==> src/rtl/dbg_keep_pkg.sv <==
package dbg_keep_pkg;

    parameter int ADDR_W = 4;
    parameter int DATA_W = 32;

    localparam logic [ADDR_W-1:0] OFF_HALT  = ADDR_W'(4'h0);
    localparam logic [ADDR_W-1:0] OFF_CATCH = ADDR_W'(4'h4);
    localparam logic [ADDR_W-1:0] OFF_LOCK  = ADDR_W'(4'h8);

    typedef enum logic [1:0] {
        REG_NONE,
        REG_HALT,
        REG_CATCH,
        REG_LOCK
    } reg_sel_e;

    typedef struct packed {
        logic              sel;
        logic              wr;
        logic [ADDR_W-1:0] addr;
        logic [DATA_W-1:0] wdata;
    } bus_req_t;

    typedef struct packed {
        logic pwr_ok;
        logic pwrup_done;
        logic secure;
        logic dbg_en;
        logic sec_dbg_en;
    } core_state_t;

    function automatic reg_sel_e decode_addr(input logic [ADDR_W-1:0] a);
        reg_sel_e r;
        unique case (a)
            OFF_HALT:  r = REG_HALT;
            OFF_CATCH: r = REG_CATCH;
            OFF_LOCK:  r = REG_LOCK;
            default:   r = REG_NONE;
        endcase
        return r;
    endfunction

    function automatic logic halt_allowed(input core_state_t c);
        return c.dbg_en && (!c.secure || c.sec_dbg_en);
    endfunction

endpackage

==> src/rtl/dbg_keep_regs.sv <==
module dbg_keep_regs
    import dbg_keep_pkg::*;
(
    input  logic              clk,
    input  logic              rst,
    input  bus_req_t          req,
    input  logic              halt_held,
    output logic              halt_set,
    output logic              catch_arm,
    output logic              os_lock,
    output logic [DATA_W-1:0] rdata
);
    reg_sel_e sel_now;
    logic     wr_fire;
    logic     rd_fire;

    always_comb begin
        sel_now = decode_addr(req.addr);
        wr_fire = req.sel && req.wr;
        rd_fire = req.sel && !req.wr;
    end

    assign halt_set = wr_fire && (sel_now == REG_HALT) && req.wdata[0];

    always_ff @(posedge clk) begin
        if (rst) begin
            catch_arm <= 1'b0;
            os_lock   <= 1'b0;
        end else if (wr_fire) begin
            if (sel_now == REG_CATCH) catch_arm <= req.wdata[0];
            if (sel_now == REG_LOCK)  os_lock   <= req.wdata[0];
        end
    end

    always_comb begin
        rdata = '0;
        if (rd_fire) begin
            unique case (sel_now)
                REG_HALT:  rdata[0] = halt_held;
                REG_CATCH: rdata[0] = catch_arm;
                REG_LOCK:  rdata[0] = os_lock;
                default:   rdata    = '0;
            endcase
        end
    end
endmodule

==> src/rtl/dbg_keep_pend.sv <==
module dbg_keep_pend
    import dbg_keep_pkg::*;
(
    input  logic        clk,
    input  logic        rst,
    input  logic        halt_set,
    input  logic        catch_arm,
    input  core_state_t core,
    input  logic        retire,
    output logic        halt_held,
    output logic        catch_held
);
    logic catch_fire;

    assign catch_fire = catch_arm && core.pwr_ok && core.pwrup_done;

    always_ff @(posedge clk) begin
        if (rst) begin
            halt_held  <= 1'b0;
            catch_held <= 1'b0;
        end else begin
            if (halt_set)      halt_held <= 1'b1;
            else if (retire)   halt_held <= 1'b0;
            if (catch_fire)    catch_held <= 1'b1;
            else if (retire)   catch_held <= 1'b0;
        end
    end
endmodule

==> src/rtl/dbg_keep_deliver.sv <==
module dbg_keep_deliver
    import dbg_keep_pkg::*;
(
    input  logic        clk,
    input  logic        rst,
    input  logic        any_held,
    input  core_state_t core,
    input  logic        ack,
    output logic        req,
    output logic        retire
);
    logic permit;

    assign permit = halt_allowed(core);
    assign retire = req && ack;

    always_ff @(posedge clk) begin
        if (rst)              req <= 1'b0;
        else if (!core.pwr_ok) req <= 1'b0;
        else if (retire)      req <= 1'b0;
        else if (!req)        req <= any_held && permit;
    end
endmodule

==> src/rtl/dbg_halt_keeper.sv <==
module dbg_halt_keeper
    import dbg_keep_pkg::*;
(
    input  logic              clk,
    input  logic              rst,
    input  logic              bus_sel,
    input  logic              bus_wr,
    input  logic [ADDR_W-1:0] bus_addr,
    input  logic [DATA_W-1:0] bus_wdata,
    output logic [DATA_W-1:0] bus_rdata,
    input  logic              core_pwr_ok,
    input  logic              core_pwrup_done,
    input  logic              core_secure,
    input  logic              dbg_en,
    input  logic              sec_dbg_en,
    output logic              entry_req,
    input  logic              entry_ack
);
    bus_req_t    breq;
    core_state_t cst;
    logic        halt_set;
    logic        catch_arm;
    logic        os_lock;
    logic        halt_held;
    logic        catch_held;
    logic        retire;

    always_comb begin
        breq.sel       = bus_sel;
        breq.wr        = bus_wr;
        breq.addr      = bus_addr;
        breq.wdata     = bus_wdata;
        cst.pwr_ok     = core_pwr_ok;
        cst.pwrup_done = core_pwrup_done;
        cst.secure     = core_secure;
        cst.dbg_en     = dbg_en;
        cst.sec_dbg_en = sec_dbg_en;
    end

    dbg_keep_regs u_regs (
        .clk       (clk),
        .rst       (rst),
        .req       (breq),
        .halt_held (halt_held),
        .halt_set  (halt_set),
        .catch_arm (catch_arm),
        .os_lock   (os_lock),
        .rdata     (bus_rdata)
    );

    dbg_keep_pend u_pend (
        .clk        (clk),
        .rst        (rst),
        .halt_set   (halt_set),
        .catch_arm  (catch_arm),
        .core       (cst),
        .retire     (retire),
        .halt_held  (halt_held),
        .catch_held (catch_held)
    );

    dbg_keep_deliver u_dlv (
        .clk      (clk),
        .rst      (rst),
        .any_held (halt_held || catch_held),
        .core     (cst),
        .ack      (entry_ack),
        .req      (entry_req),
        .retire   (retire)
    );
endmodule

==> config.mk <==
export PLATFORM = sky130hd
export DESIGN_NAME = dbg_halt_keeper
export DESIGN_NICKNAME = d
export VERILOG_FILES = /design/src/rtl/dbg_keep_pkg.sv /design/src/rtl/dbg_keep_regs.sv /design/src/rtl/dbg_keep_pend.sv /design/src/rtl/dbg_keep_deliver.sv /design/src/rtl/dbg_halt_keeper.sv
export SDC_FILE = /design/constraint.sdc
export NUM_CORES = 1
export LEC_CHECK = 0
export ABC_AREA = 1
export CAP_MARGIN = 25
export CORE_UTILIZATION = 25
export CTS_CLUSTER_SIZE = 14
export DETAILED_ROUTE_END_ITERATION = 16
export GPL_TIMING_DRIVEN = 0
export PLACE_DENSITY = 0.83
export SYNTH_ARGS = -nofsm -noshare
export SYNTH_HDL_FRONTEND = slang
export SYNTH_SLANG_ARGS = --single-unit
==> constraint.sdc <==
create_clock -name clk -period 1.7 [get_ports clk]
set_input_delay 0.34 -clock clk [delete_from_list [all_inputs] [get_ports clk]]
set_output_delay 0.34 -clock clk [all_outputs]
set_load 0.05 [all_outputs]
==> impl_metrics.yaml, run 1 <==
route:
  route.detailed.drc: 0
  drt_pre_antenna_iters: 4
  drt_iter0_markers: 7
  wire_per_inst_um: 7.323
  viasPerCell: 3.544
  vias: 560
  antenna_left: 0
  drt-total-wl_um: 1157
clock_tree:
  clock_latency_ns: 0.25
  cts_hold_buf: 0
  cts_tree: "done"
  numClockSinks: 5
  clock_path_buffers: 2
  clkSlewWorstSetupHoldPaths_ns: 0.04
  cts_htree_levels: 1
  root_buffer: "clkbuf_4"
  cts_made_buffers: 3
power:
  pwr-share-comb_pct: 50.4
  sequentialPowerShare_pct: 22.8
  netSwitchingPower_mw: 0.2337
  cellLeakagePower_nw: 0.5066
  p_per_area_nw_per_um2: 597.4
  power_frac_clock_pct: 26.8
  power_mw: 0.5240
  peakVddDrop_v: 0.0002663
  swShare_pct: 44.59
  internal_power_mw: 0.2903
timing:
  fmax_mhz: 634.3
  fin_ws_ns: 0.1234
  period_needed_ns: 1.577
  rsz0062_at_grt: "false"
  timing.setup.tns_ns: 0
  slew_viol_final: 0
  hold_slack_ns: 0.4606
  finalCritPeriodShare_pct: 92.74
  finalHoldViolations: 0
  clock_skew_ns: 0.002233
  setup_viol: 0
layout:
  drive_gt1_share_pct: 30.53
  post-route-util_pct: 44.26
  postLayoutCellArea_um2: 877.1
  nNetsFinal: 178
  final_cell_mix: "buf_4, conb_1, inv_1, nand2_1, clkdlybuf4s50_1"
  diodes: 0
  final_cells: 158
  regArea_um2: 100.1
  multi_input_area_um2: 276.5
  fillers: 198
  syn2layout_area_growth_pct: 64.17
  mostFrequentLayoutCell: "buf_4"
global_routing:
  grt_usage_pct: 10.87
  antenna_found_initial: 0
  grt_pass1_wl_um: 1683
  grt_remaining_overflow: 0
  grt_pass1_vias: 448
  grt_max_degree: 6
critical_path:
  endpoint: "bus_rdata[0]"
  r2r_end: "u_pend.halt_held$_SDFFE_PP0P_"
  max_stage_delay_ns: 0.26
  crit_type: "in2out"
  cp_top_family: "buffers and inverters"
  critPathLaunchType: "input pin"
  crit_top_cell: "nand3_1"
  critPathBufInv: 3
  r2r_start: "u_dlv.req$_SDFF_PP0_"
  path_cells: "dlygate4sd2_1, nor2_1, nand3_1, nand3_1, nand2_1, inv_1, buf_6"
  rrSetupSlack_ns: 0.98
  cp.depth: 7
  cpMaxStageDelayCell: "dlygate4sd2_1"
  arrival_ns: 1.24
  path_max_fanout: 3
  rr_worst_depth: 3
  cp-startpoint: "bus_addr[2]"
  cp-end-kind: "output pin"
  crit_required_ns: 1.36
placement:
  placed_area_um2: 840.8
  place_worst_setup_slack_ns: -0.7693
  hpwl_um: 996.6
  gp_congestion: 0.6675
  place_inst: 152
  port_buffers: 16
run_status:
  status: "complete, no violations"
floorplanning:
  dieArea_um2: 2326
  start_util_pct: 26.96
  rows: 16
  fp.coreArea_um2: 1982
  io_pins: 79
  die_h_um: 48.23
  fp.dieW_um: 48.23
synthesis:
  avgSynthCellArea_um2: 6.763
  synthDistinctLibCells: 13
  netlist_area_um2: 534.3
  synth-seq-cells: 5
  postSynthCellCount: 79
  ys_warn_count: 0
  yosysSeqAreaShare_pct: 18.74
job:
  cap_violations: 0
hold_path:
  hp-class: "reg2reg"
  min_path_cells: 2
metal layers:
layer,vias up,wire (um),track usage (%)
met5,-,0,0
met4,0,40,8.333
met3,4,84,2.222
met2,26,674,21.87
met1,240,357,8.889
li1,290,-,-
cells in the mapped netlist:
master | number | area [um^2]
o211ai_1 | 1 | 7.510
nor2_4 | 1 | 11.26
inv_1 | 10 | 37.54
nand2_1 | 10 | 37.54
nand3_1 | 7 | 35.03
dfxtp_1 | 5 | 100.1
a21oi_1 | 3 | 15.01
buf_4 | 31 | 232.7
conb_1 | 1 | 3.750
nor2_1 | 4 | 15.01
nor2_2 | 2 | 12.51
nand3b_1 | 1 | 7.510
nand4_1 | 3 | 18.77
registers in the layout (all words and copies together), names as in the netlist:
register           flops
u_dlv.req              1
u_pend.catch_held      1
u_pend.halt_held       1
u_regs.catch_arm       1
u_regs.os_lock         1
tightest hold or removal path: cells and delay by family (launching register included):
family | cells | cell delay, ns
flops | 1 | 0.30
compound gates | 1 | 0.05
simple gates | 1 | 0.06
layout make-up:
type	count	area share, %
Inverter	10	4.280
Clock buffer	4	2.996
Sequential cell	5	11.41
Tap cell	27	3.852
Buffer	31	26.53
Multi-Input combinational cell	63	31.53
Timing Repair Buffer	18	19.40
cells by family after synthesis:
logic type             after synthesis  synth area share [%]
AND/OR/NAND/NOR                     28                 25.76
buffers and inverters               41                 50.59
other                                1                0.7019
AO/OA/AOI/OAI                        4                 4.215
flip-flops                           5                 18.74
power by group through the flow:
stage	registers (mW)	logic, mW	clock network, mW
after floorplan	0.121	0.219	0
after global placement	0.121	0.258	0
after detailed placement	0.121	0.260	0
after CTS	0.119	0.261	0.141
after global routing	0.119	0.280	0.146
final	0.119	0.264	0.140
worst min path at each step:
stage / from / endpoint
after global routing: u_pend.catch_held$_SDFFE_PP0P_ / u_pend.catch_held$_SDFFE_PP0P_
after CTS: u_pend.catch_held$_SDFFE_PP0P_ / u_pend.catch_held$_SDFFE_PP0P_
final: u_pend.catch_held$_SDFFE_PP0P_ / u_pend.catch_held$_SDFFE_PP0P_
after global placement: u_pend.catch_held$_SDFFE_PP0P_ / u_pend.catch_held$_SDFFE_PP0P_
after detailed placement: u_pend.catch_held$_SDFFE_PP0P_ / u_pend.catch_held$_SDFFE_PP0P_
after floorplan: rst / u_pend.catch_held$_SDFFE_PP0P_
timing repair:
item,4_1_cts,5_1_grt
setup endpoints to repair,2,0
resized for setup,12,0
setup buffers,2,0
Note: power is estimated with default switching activity, not from simulation.
==> inputs of run 2 (changes only) <==
- HOLD_SLACK_MARGIN: unset -> 0.08
- MAX_ROUTING_LAYER: unset -> met4
==> run 2 against run 1 <==
Net effect:
- clock skew hardly changed
- sequential power hardly changed
- non-clock buffer count did not move
- global-route usage grew 0.34 points
- fmax increased by 0.60%
- register-to-register slack hardly changed
- routed wire length down 0.86%
- worst setup slack gained 0.0095 ns
- clock power barely moved
- worst hold slack worse by 0.0015 ns
- cell count did not move
- sequential cell count stayed put
==> impl_metrics.yaml, run 2 (synthesis gave the netlist of run 1 again) <==
run_status:
  status: "complete, no violations"
floorplanning:
  dieArea_um2: 2326
  fp.coreArea_um2: 1982
  rows: 16
  die_h_um: 48.23
  io_pins: 79
  start_util_pct: 26.96
  fp.dieW_um: 48.23
critical_path:
  cpMaxStageDelayCell: "dlygate4sd2_1"
  critPathLaunchType: "input pin"
  arrival_ns: 1.23
  max_stage_delay_ns: 0.26
  path_cells: "dlygate4sd2_1, nor2_1, nand3_1, nand3_1, nand2_1, inv_1, buf_6"
  critPathBufInv: 3
  crit_required_ns: 1.36
  cp-end-kind: "output pin"
  cp_top_family: "buffers and inverters"
  path_max_fanout: 3
  crit_top_cell: "nand3_1"
  crit_type: "in2out"
clock_tree:
  clkSlewWorstSetupHoldPaths_ns: 0.04
  numClockSinks: 5
  root_buffer: "clkbuf_4"
  clock_latency_ns: 0.25
  cts_hold_buf: 0
  cts_made_buffers: 3
  cts_htree_levels: 1
  cts_tree: "done"
  clock_path_buffers: 2
route:
  route.detailed.drc: 0
  viasPerCell: 3.544
  vias: 560
  wire_per_inst_um: 7.259
  drt_iter0_markers: 3
  antenna_left: 0
  drt-total-wl_um: 1147
  drt_pre_antenna_iters: 4
timing:
  fmax_mhz: 638.1
  period_needed_ns: 1.567
  setup_viol: 0
  finalCritPeriodShare_pct: 92.18
  clock_skew_ns: 0.001917
  slew_viol_final: 0
  rsz0062_at_grt: "false"
  fin_ws_ns: 0.1329
  finalHoldViolations: 0
layout:
  mostFrequentLayoutCell: "buf_4"
  syn2layout_area_growth_pct: 64.17
  drive_gt1_share_pct: 30.53
  final_cell_mix: "buf_4, conb_1, inv_1, nand2_1, clkdlybuf4s50_1"
  nNetsFinal: 178
  diodes: 0
  post-route-util_pct: 44.26
global_routing:
  grt_usage_pct: 11.22
  antenna_found_initial: 0
  grt_pass1_wl_um: 1683
  grt_max_degree: 6
  grt_pass1_vias: 448
  grt_remaining_overflow: 0
placement:
  gp_congestion: 0.6739
  port_buffers: 16
  hpwl_um: 996.6
  place_worst_setup_slack_ns: -0.7693
power:
  peakVddDrop_v: 0.0002663
  cellLeakagePower_nw: 0.5066
  p_per_area_nw_per_um2: 598.0
hold_path:
  hp-class: "reg2reg"
job:
  cap_violations: 0
==> run 2: cell counts in the layout (fill, tap and decap cells not counted) <==
Identical to the previous run, type by type.
==> run 2: power by group <==
part / leakage, nW / switching (mW) / internal [mW]
registers: 0.0403 / 0.000684 / 0.119
logic: 0.451 / 0.181 / 0.0827
clock network: 0.0150 / 0.0522 / 0.0889
==> run 2: per-stage QoR <==
step	power (mW)	instance area [um^2]	setup TNS [ns]	hold WS, ns	cells
global route	0.5452	877.1	0	0.4765	158
floorplan	0.3408	646.9	0	0.4091	109
global placement	0.3790	840.8	-0.7161	0.4487	152
CTS	0.5210	877.1	0	0.4620	158
detailed placement	0.3817	840.8	-0.7693	0.4548	152
finish	0.5245	877.1	0	0.4591	158
==> run 2: area by class of cell <==
type | instances | area, um^2
flip-flops and latches | 5 | 100.1
inverters | 10 | 37.54
repair buffers | 18 | 170.2
plain buffers | 31 | 232.7
clock buffers | 4 | 26.28
well taps | 27 | 33.78
fillers | 198 | 1105
multi-input cells | 63 | 276.5
==> run 2: worst paths after layout <==
check	cells after the start	slack (ns)	endpoint	from
setup / recovery	7	0.13	bus_rdata[0]	bus_addr[2]
hold / removal	2	0.46	u_pend.catch_held$_SDFFE_PP0P_	u_pend.catch_held$_SDFFE_PP0P_
setup reg to reg	3	0.98	u_pend.halt_held$_SDFFE_PP0P_	u_dlv.req$_SDFF_PP0_
hold reg to reg	2	0.46	u_pend.catch_held$_SDFFE_PP0P_	u_pend.catch_held$_SDFFE_PP0P_
==> run 2: worst reg2reg max path, stage by stage, from the launching register on <==
cell	delay (ns)
dfxtp_1	0.32
nand2_1	0.11
nand2_1	0.06
a21oi_1	0.16
==> run 2: what timing repair did <==
item	4_1_cts	5_1_grt
gates resized for setup	12	0
buffers inserted	2	0
endpoints found under the setup margin	2	0
==> run 2: layer usage <==
metal	track usage, %	vias up	wire length, um
met1	8.889	235	351
met5	-	-	0
met2	21.87	29	681
li1	-	291	-
met3	2.222	5	80
met4	8.333	0	33
==> inputs of run 3 (changes only) <==
- CTS_CLUSTER_SIZE: 14 -> 12
==> results of run 3 <==
The final DEF is identical to that of run 2; final timing and power are the same.
